### config.mk
export PLATFORM = sky130hd
export DESIGN_NAME = core_irq_port
export DESIGN_NICKNAME = d
export VERILOG_FILES = /design/src/rtl/core_irq_port.sv
export SDC_FILE = /design/constraint.sdc
export NUM_CORES = 1
export LEC_CHECK = 0
export ABC_AREA = 1
export BUFFER_PORTS_ARGS = -buffer_cell sky130_fd_sc_hd__buf_2
export CORE_ASPECT_RATIO = 2
export CORE_MARGIN = 3
export CORE_UTILIZATION = 45
export DETAILED_ROUTE_END_ITERATION = 10
export GPL_TIMING_DRIVEN = 0
export PLACE_DENSITY = 0.76
export SLEW_MARGIN = 20
export SYNTH_ARGS = -nofsm -noshare
export SYNTH_HDL_FRONTEND = slang
export SYNTH_SLANG_ARGS = --single-unit
### constraint.sdc
create_clock -name clk -period 3.2 [get_ports clk]
set_clock_uncertainty 0.15 [all_clocks]
set_input_delay 0 -clock clk [delete_from_list [all_inputs] [get_ports clk]]
set_output_delay 0 -clock clk [all_outputs]
set_load 0.01 [all_outputs]
### src/rtl/core_irq_port.sv
module core_irq_port #(
  parameter int ID_W      = 10,
  parameter int SRC_W     = 3,
  parameter int PRIO_W    = 8,
  parameter int NIB       = 4,
  parameter int ADDR_W    = 8,
  parameter int DATA_W    = 32,
  parameter int SGI_COUNT = 16
) (
  input  logic              clk,
  input  logic              rst_n,
  input  logic              bus_req,
  input  logic              bus_wr,
  input  logic [ADDR_W-1:0] bus_addr,
  input  logic [DATA_W-1:0] bus_wdata,
  output logic [DATA_W-1:0] bus_rdata,
  input  logic              cand_valid,
  input  logic [ID_W-1:0]   cand_id,
  input  logic [PRIO_W-1:0] cand_prio,
  input  logic [SRC_W-1:0]  cand_src,
  output logic              irq_o,
  output logic              ack_stb,
  output logic [ID_W-1:0]   ack_id,
  output logic              eoi_stb,
  output logic [ID_W-1:0]   eoi_id
);
  localparam int LOW_W = PRIO_W - NIB;
  localparam logic [ID_W-1:0]   SPUR    = {ID_W{1'b1}};
  localparam logic [ID_W-1:0]   SGI_LIM = SGI_COUNT[ID_W-1:0];
  localparam logic [ADDR_W-1:0] A_CTRL  = ADDR_W'(8'h00);
  localparam logic [ADDR_W-1:0] A_MASK  = ADDR_W'(8'h04);
  localparam logic [ADDR_W-1:0] A_ACK   = ADDR_W'(8'h0C);
  localparam logic [ADDR_W-1:0] A_EOI   = ADDR_W'(8'h10);
  localparam logic [ADDR_W-1:0] A_RUN   = ADDR_W'(8'h14);
  localparam logic [ADDR_W-1:0] A_PEND  = ADDR_W'(8'h18);

  logic            en_q;
  logic [NIB-1:0]  mask_q;
  logic [1:0]      depth_q;
  logic [ID_W-1:0] id0_q, id1_q;
  logic [NIB-1:0]  pr0_q, pr1_q;

  logic [NIB-1:0]    cand_n;
  logic [PRIO_W-1:0] run_prio;
  logic [ID_W-1:0]   top_id;
  logic              qual, rd_ack, wr_eoi;
  logic [SRC_W-1:0]  src_field;
  logic              unused_bits;

  assign cand_n   = cand_prio[PRIO_W-1 -: NIB];
  assign run_prio = (depth_q == 2'd0) ? {PRIO_W{1'b1}} :
                    (depth_q == 2'd1) ? {pr0_q, {LOW_W{1'b0}}} : {pr1_q, {LOW_W{1'b0}}};
  assign top_id   = (depth_q == 2'd2) ? id1_q : id0_q;

  assign qual = cand_valid && en_q && (depth_q != 2'd2) &&
                (cand_n < mask_q) && ({cand_n, {LOW_W{1'b0}}} < run_prio);
  assign irq_o = qual;

  assign rd_ack = bus_req && !bus_wr && (bus_addr == A_ACK);
  assign wr_eoi = bus_req &&  bus_wr && (bus_addr == A_EOI);

  assign ack_stb   = rd_ack && qual;
  assign ack_id    = cand_id;
  assign eoi_id    = bus_wdata[ID_W-1:0];
  assign eoi_stb   = wr_eoi && (depth_q != 2'd0) && (eoi_id == top_id);
  assign src_field = (cand_id < SGI_LIM) ? cand_src : '0;

  assign unused_bits = ^{bus_wdata[DATA_W-1:ID_W], cand_prio[LOW_W-1:0]};

  always_comb begin
    bus_rdata = '0;
    case (bus_addr)
      A_CTRL: bus_rdata[0] = en_q;
      A_MASK: bus_rdata[PRIO_W-1:0] = {mask_q, {LOW_W{1'b0}}};
      A_ACK:  bus_rdata[ID_W+SRC_W-1:0] = qual ? {src_field, cand_id} : {{SRC_W{1'b0}}, SPUR};
      A_RUN:  bus_rdata[PRIO_W-1:0] = run_prio;
      A_PEND: bus_rdata[ID_W-1:0] = cand_valid ? cand_id : SPUR;
      default: bus_rdata = '0;
    endcase
  end

  always_ff @(posedge clk) begin
    if (!rst_n) begin
      en_q    <= 1'b0;
      mask_q  <= '0;
      depth_q <= 2'd0;
      id0_q   <= '0;
      id1_q   <= '0;
      pr0_q   <= '0;
      pr1_q   <= '0;
    end else begin
      if (bus_req && bus_wr && bus_addr == A_CTRL) en_q   <= bus_wdata[0];
      if (bus_req && bus_wr && bus_addr == A_MASK) mask_q <= bus_wdata[PRIO_W-1 -: NIB];
      if (ack_stb) begin
        if (depth_q == 2'd0) begin
          id0_q <= cand_id;
          pr0_q <= cand_n;
        end else begin
          id1_q <= cand_id;
          pr1_q <= cand_n;
        end
        depth_q <= depth_q + 2'd1;
      end else if (eoi_stb) begin
        depth_q <= depth_q - 2'd1;
      end
    end
  end
endmodule


==> results of run 1 <==
[metal layers]
metal | share of wire, % | up-vias
li1 | - | 1559
met5 | 0 | -
met4 | 5.3 | 0
met3 | 4.9 | 26
met2 | 54 | 97
met1 | 36 | 1361
[stage by stage]
| step | power [mW] | util [%] | std cells | hold WS [ps] | area [sq um] |
|---|---|---|---|---|---|
| floorplan | 0.544 | - | 452 | -58.2 | 2890 |
| global placement | 0.609 | 55.6 | 611 | 148 | 3370 |
| detailed placement | 0.612 | 55.6 | 611 | 145 | 3370 |
| CTS | 1.16 | 62.2 | 642 | 66.9 | 3770 |
| global route | 1.19 | 62.2 | 641 | 78.8 | 3770 |
| finish | 1.16 | 62.2 | 641 | 70.6 | 3770 |
[sequential cells by signal, indices dropped and copies added, names as in the netlist]
signal / flops
pr0_q: 4
mask_q: 4
id0_q: 10
id1_q: 10
pr1_q: 4
en_q: 1
depth_q: 2
[worst max-delay path by stage]
| stage | slack, ps | cells after the start | startpoint | to |
|---|---|---|---|---|
| floorplan | 740 | 16 | depth_q[1]$_SDFFE_PN0P_ | id0_q[4]$_SDFFE_PN0P_ |
| global placement | 390 | 16 | depth_q[1]$_SDFFE_PN0P_ | id0_q[8]$_SDFFE_PN0P_ |
| detailed placement | 340 | 16 | depth_q[1]$_SDFFE_PN0P_ | pr0_q[1]$_SDFFE_PN0P_ |
| CTS | 70 | 15 | depth_q[1]$_SDFFE_PN0P_ | bus_rdata[4] |
| global route | 40 | 14 | depth_q[1]$_SDFFE_PN0P_ | bus_rdata[7] |
| finish | 270 | 14 | depth_q[1]$_SDFFE_PN0P_ | bus_rdata[4] |
[layout make-up]
class / instances / area, sq um
Timing Repair Buffer: 99 / 616
Tap cell: 84 / 105
Inverter: 78 / 299
Clock buffer: 6 / 129
Clock inverter: 1 / 30.0
Fill cell: 567 / 2290
Multi-Input combinational cell: 288 / 1510
Buffer: 50 / 380
Sequential cell: 35 / 701
[critical path, delay by kind of cell (launching register included)]
| kind | cells | cell delay (ps) |
|---|---|---|
| fa+ha+maj | 2 | 590 |
| flops | 1 | 360 |
| compound gates | 3 | 420 |
| buf+inv | 4 | 480 |
| simple gates | 5 | 640 |
[where the power goes]
group	switching [mW]	total [mW]	internal [mW]
Sequential	0.0000583	0.436	0.436
Clock	0.174	0.537	0.363
Combinational	0.0969	0.188	0.0908
[logic make-up (layout without fill, tap and decap cells)]
group / count (synthesis) / in the layout / share of synthesized area [%]
adder cells (fa/ha/maj): 10 / 10 / 4.44
buffers and inverters: 129 / 234 / 24.2
AO/OA/AOI/OAI: 90 / 90 / 19.6
AND/OR/NAND/NOR: 169 / 169 / 26.8
other: 1 / 19 / 0.133
flip-flops: 35 / 35 / 24.9
[placed cells by master, fill, tap and decap left out, types with 11 or more instances in the layout]
cell type | netlist | final
o21ai_1 | 20 | 21
a21oi_2 | 20 | 20
nor2_1 | 32 | 32
a21oi_1 | 11 | 11
nand2_1 | 92 | 92
nand3_1 | 23 | 23
dlygate4sd3_1 | 0 | 24
buf_2 | 0 | 75
buf_4 | 39 | 39
inv_1 | 73 | 73
dfxtp_1 | 35 | 35
o21ai_0 | 30 | 29
conb_1 | 1 | 19
[what timing repair did]
action / in CTS / in global routing
hold endpoints to repair: 34 / 0
resized for setup: 0 / 4
hold buffers: 24 / 0
endpoints found under the setup margin: 0 / 10
==> results_dict.tcl, run 1 <==
set metrics [dict create \
    final_layout_size_suffix_gt1_share_pct 30.0 \
    reg2reg_slack_ps 380 \
    cts-buffers-inserted 5 \
    htree_levels 2 \
    slew_headroom_pct 49.8 \
    wl_per_cell_microns 12.6 \
    reg2reg_depth 15 \
    synth_seq_cells 35 \
    worstPathRequired_ps 3050 \
    grt_util_all_layers_pct 23.3 \
    rsz0062_at_grt "no" \
    synth_top_area_share_pct 24.9 \
    synth_cell_type_count 31 \
    io_buffers 75 \
    seq_area_frac_synth_pct 24.9 \
    p_leak_nw 1.92 \
    synthTopCellsByArea "dfxtp_1, nand2_1, buf_4" \
    grt_pass1_wl_mm 13.0 \
    cp-end-kind "primary output" \
    cp-start-kind "flop" \
    nets 633 \
    synth_edf_count 0 \
    hold_violations 0 \
    clk_latency_ps 280 \
    slew_violations 0 \
    die-area_sq_um 7310 \
    power.density_nw_per_um2 308 \
    layout_setup_ws_ps 270 \
    clk_pin_slew_ps 50 \
    fmax_mhz 341 \
    synth_area_sq_um 2820 \
    timing.rr.end "pr0_q[3]$_SDFFE_PN0P_" \
    vias 3043 \
    cts_buffer_depth 2 \
    tightest_slew_ps 747 \
    worstPathCellList "inv_1 > ha_1 > nand2_1 > inv_1 > nor3_1 > ha_1 > a21oi_1 > nand2_1 > nand2_1 > nand3_2 > clkbuf_2 > o21ai_0 > o2111ai_1 > buf_2" \
    crit_fanout 10 \
    die_y_microns 118 \
    core_sq_um 6060 \
    place_ws_ps 336 \
    drt-total-wl_mm 8.11 \
    hpwl_mm 6.46 \
    ant_nets 0 \
    grt_pass1_vias 2897 \
    drv_cap 0 \
    cts_setup_buffers 0 \
    max_stage_delay_ps 360 \
    dominantRegCellSynth "dfxtp_1" \
    via_per_inst 4.75 \
    io_pins 121 \
    diodes 0 \
    antenna_found_initial 0 \
    ir_worst_vdd_mv 0.180 \
    holdCritStartpoint "bus_wr" \
    area_growth_pct 33.7 \
    ctsRootBufferMaster "clkbuf_16" \
    cts_tree "built" \
    die_w_microns 62.0 \
    row_count 40 \
    place.gp.congestion 0.919 \
    fin_crit_sh_pct 91.6 \
    hold_end "en_q$_SDFFE_PN0P_" \
    avgSynthCellArea_sq_um 6.50 \
    top_usage_layer "met2" \
    synth_most_common_cell "nand2_1" \
    hold_path.class "input port to flop" \
    hold-path-cell-count 4 \
    crit_slowest_cell "dfxtp_1" \
    finalSetupTns_ps 0 \
    synth_warnings 0 \
    grt_overflow 0 \
    status "completed" \
    grt_use_met1_pct 23.5 \
    clkSinkCount 35 \
    cp_common_cell "nand2_1" \
    grt_use_met2_pct 41.0 \
    crit_arrival_ps 2780 \
    syn_inst 434 \
    setup_viol 0 \
    grtUsageMet3_pct 3.62 \
    dr.pass1.iters 4 \
    fin_crit_ps 2930 \
    ys_top_cells_by_count "nand2_1, inv_1, buf_4" \
    synth_top_area_cell "dfxtp_1" \
    start_util_pct 46.5 \
    r2r_start "depth_q[1]$_SDFFE_PN0P_" \
    grt_max_degree 11 \
    drc 0 \
    async_reset_ff_share_pct 0 \
    setup.worst_path.class "flop to primary output" \
    drtIter0Drc 138 \
]
(Power assumes the default switching activity.)
==> run 2: changes to the inputs <==
--- a/config.mk
+++ b/config.mk
@@ -12,8 +12,7 @@
 export CORE_UTILIZATION = 45
 export DETAILED_ROUTE_END_ITERATION = 10
 export GPL_TIMING_DRIVEN = 0
-export PLACE_DENSITY = 0.76
-export SLEW_MARGIN = 20
+export PLACE_DENSITY = 0.85
 export SYNTH_ARGS = -nofsm -noshare
 export SYNTH_HDL_FRONTEND = slang
 export SYNTH_SLANG_ARGS = --single-unit
==> run 2 against run 1 <==
  * Register-to-register slack got worse by 20 ps
  * Clock power decreased by 12%
  * Fmax down 2.3%
  * Worst setup slack worse by 68 ps
  * Non-clock buffer count did not move
  * Largest power group unchanged
  * Combinational power about the same
  * Largest cell class unchanged
  * Via count increased by 3.6%
  * Total power down 5.6%
  * Global-route usage grew 0.64 points
==> results_dict.tcl, run 2 (synthesized netlist as in run 1, its figures left out) <==
set metrics [dict create \
    fin_cells 642 \
    status "completed" \
    cts_tree "built" \
    drt-total-wl_mm 8.37 \
    io_pins 121 \
    grt_pass1_vias 2986 \
    slew_headroom_pct 40.2 \
    cts_setup_buffers 0 \
    area_growth_pct 33.4 \
    most-common-layout-cells "nand2_1, buf_2, inv_1, buf_4, dfxtp_1" \
    clkSinkCount 35 \
    fin_crit_sh_pct 93.7 \
    start_util_pct 46.5 \
    nets 633 \
    final_core_util_pct 62.1 \
    p_leak_nw 1.91 \
    cp-end-kind "primary output" \
    fin_crit_ps 3000 \
    ctsRootBufferMaster "clkbuf_16" \
    grt_util_all_layers_pct 23.9 \
    setup_viol 0 \
    reg_top3 "id0_q x10, id1_q x10" \
    ant_nets 0 \
    hold_path.class "input port to flop" \
    layout_commonest_cell "nand2_1" \
    worstPathRequired_ps 3050 \
    power.density_nw_per_um2 291 \
    die_w_microns 62.0 \
    setup.worst_path.class "flop to primary output" \
    crit_fanout 10 \
    place_ws_ps 238 \
    tightest_slew_ps 889 \
    row_count 40 \
    diodes 0 \
    clk_pin_slew_ps 50 \
    vias 3153 \
    grt_pass1_wl_mm 13.3 \
    drtIter0Drc 129 \
    cts_buffer_depth 2 \
    crit_arrival_ps 2850 \
    slew_violations 0 \
    final_layout_size_suffix_gt1_share_pct 30.5 \
    dp.cells 611 \
    hpwl_mm 6.55 \
    rsz0062_at_grt "no" \
    die-area_sq_um 7310 \
    dr.pass1.iters 5 \
    io_buffers 75 \
    hold_violations 0 \
    layout_setup_ws_ps 202 \
    place.gp.congestion 1.00 \
    grt_max_degree 12 \
    via_per_inst 4.91 \
    grt_overflow 0 \
    clk_latency_ps 280 \
    ir_worst_vdd_mv 0.272 \
    drc 0 \
    antenna_found_initial 0 \
    wl_per_cell_microns 13.0 \
    die_y_microns 118 \
    htree_levels 2 \
    cts-buffers-inserted 5 \
    finalSetupTns_ps 0 \
    drv_cap 0 \
    core_sq_um 6060 \
    fmax_mhz 334 \
    cp-start-kind "flop" \
]
run 2: cell types whose count changed in the layout (fill, tap and decap cells not counted), sizes merged:
cell and change:
bufinv -1, clkinv +1, clkinvlp +1
run 2: worst max-delay path, stage by stage (launching register included):
cell and delay, ps:
dfxtp_1 370, inv_1 80, ha_1 310, nand2_1 120, inv_1 60, nor3_2 180, ha_1 290, a21oi_1 150
nand2_1 100, nand2_1 80, nand3_2 130, clkbuf_2 220, o21ai_0 190, nand3_1 130, buf_2 160
run 2: final cells by class:
class                      count  area (sq um)
tap                           84           105
multi-input combinational    288          1520
buffer                        50           380
sequential                    35           701
fill                         555          2290
clock buffer                   6           129
timing repair buffer          99           616
inverter                      78           299
clock inverter                 2          12.5
run 2: timing repair:
action / 4_1_cts / 5_1_grt
resized for setup: 0 / 5
hold endpoints to repair: 34 / 0
endpoints found under the setup margin: 0 / 15
hold buffers: 24 / 0
run 2: path summary, 6_finish.rpt:
path,cells past startpoint,from,slack (ps),end
setup / recovery,14,depth_q[1]$_SDFFE_PN0P_,200,bus_rdata[3]
setup reg to reg,15,depth_q[1]$_SDFFE_PN0P_,360,id1_q[7]$_SDFFE_PN0P_
hold reg to reg,2,id0_q[2]$_SDFFE_PN0P_,290,id0_q[2]$_SDFFE_PN0P_
hold / removal,4,bus_wr,30,en_q$_SDFFE_PN0P_
run 2: power breakdown:
part | internal (mW) | switching, mW
Combinational | 0.0907 | 0.0980
Sequential | 0.436 | 0.0000542
Clock | 0.287 | 0.184
run 2: per-stage QoR:
step,hold WS (ps),total power [mW],area [sq um]
floorplan,-58.2,0.544,2890
global placement,151,0.609,3370
CTS,28.3,1.09,3750
detailed placement,148,0.612,3370
global route,82.2,1.13,3760
finish,34.7,1.10,3760
run 2: routing by layer:
layer	up-vias	share of wire (%)	wire length [microns]	global-route usage, %
met5	-	0	0	0
met1	1411	35	2890	24.7
met3	35	6.9	579	3.73
met4	0	6.3	529	16.6
met2	141	52	4370	40.5
li1	1566	-	-	-
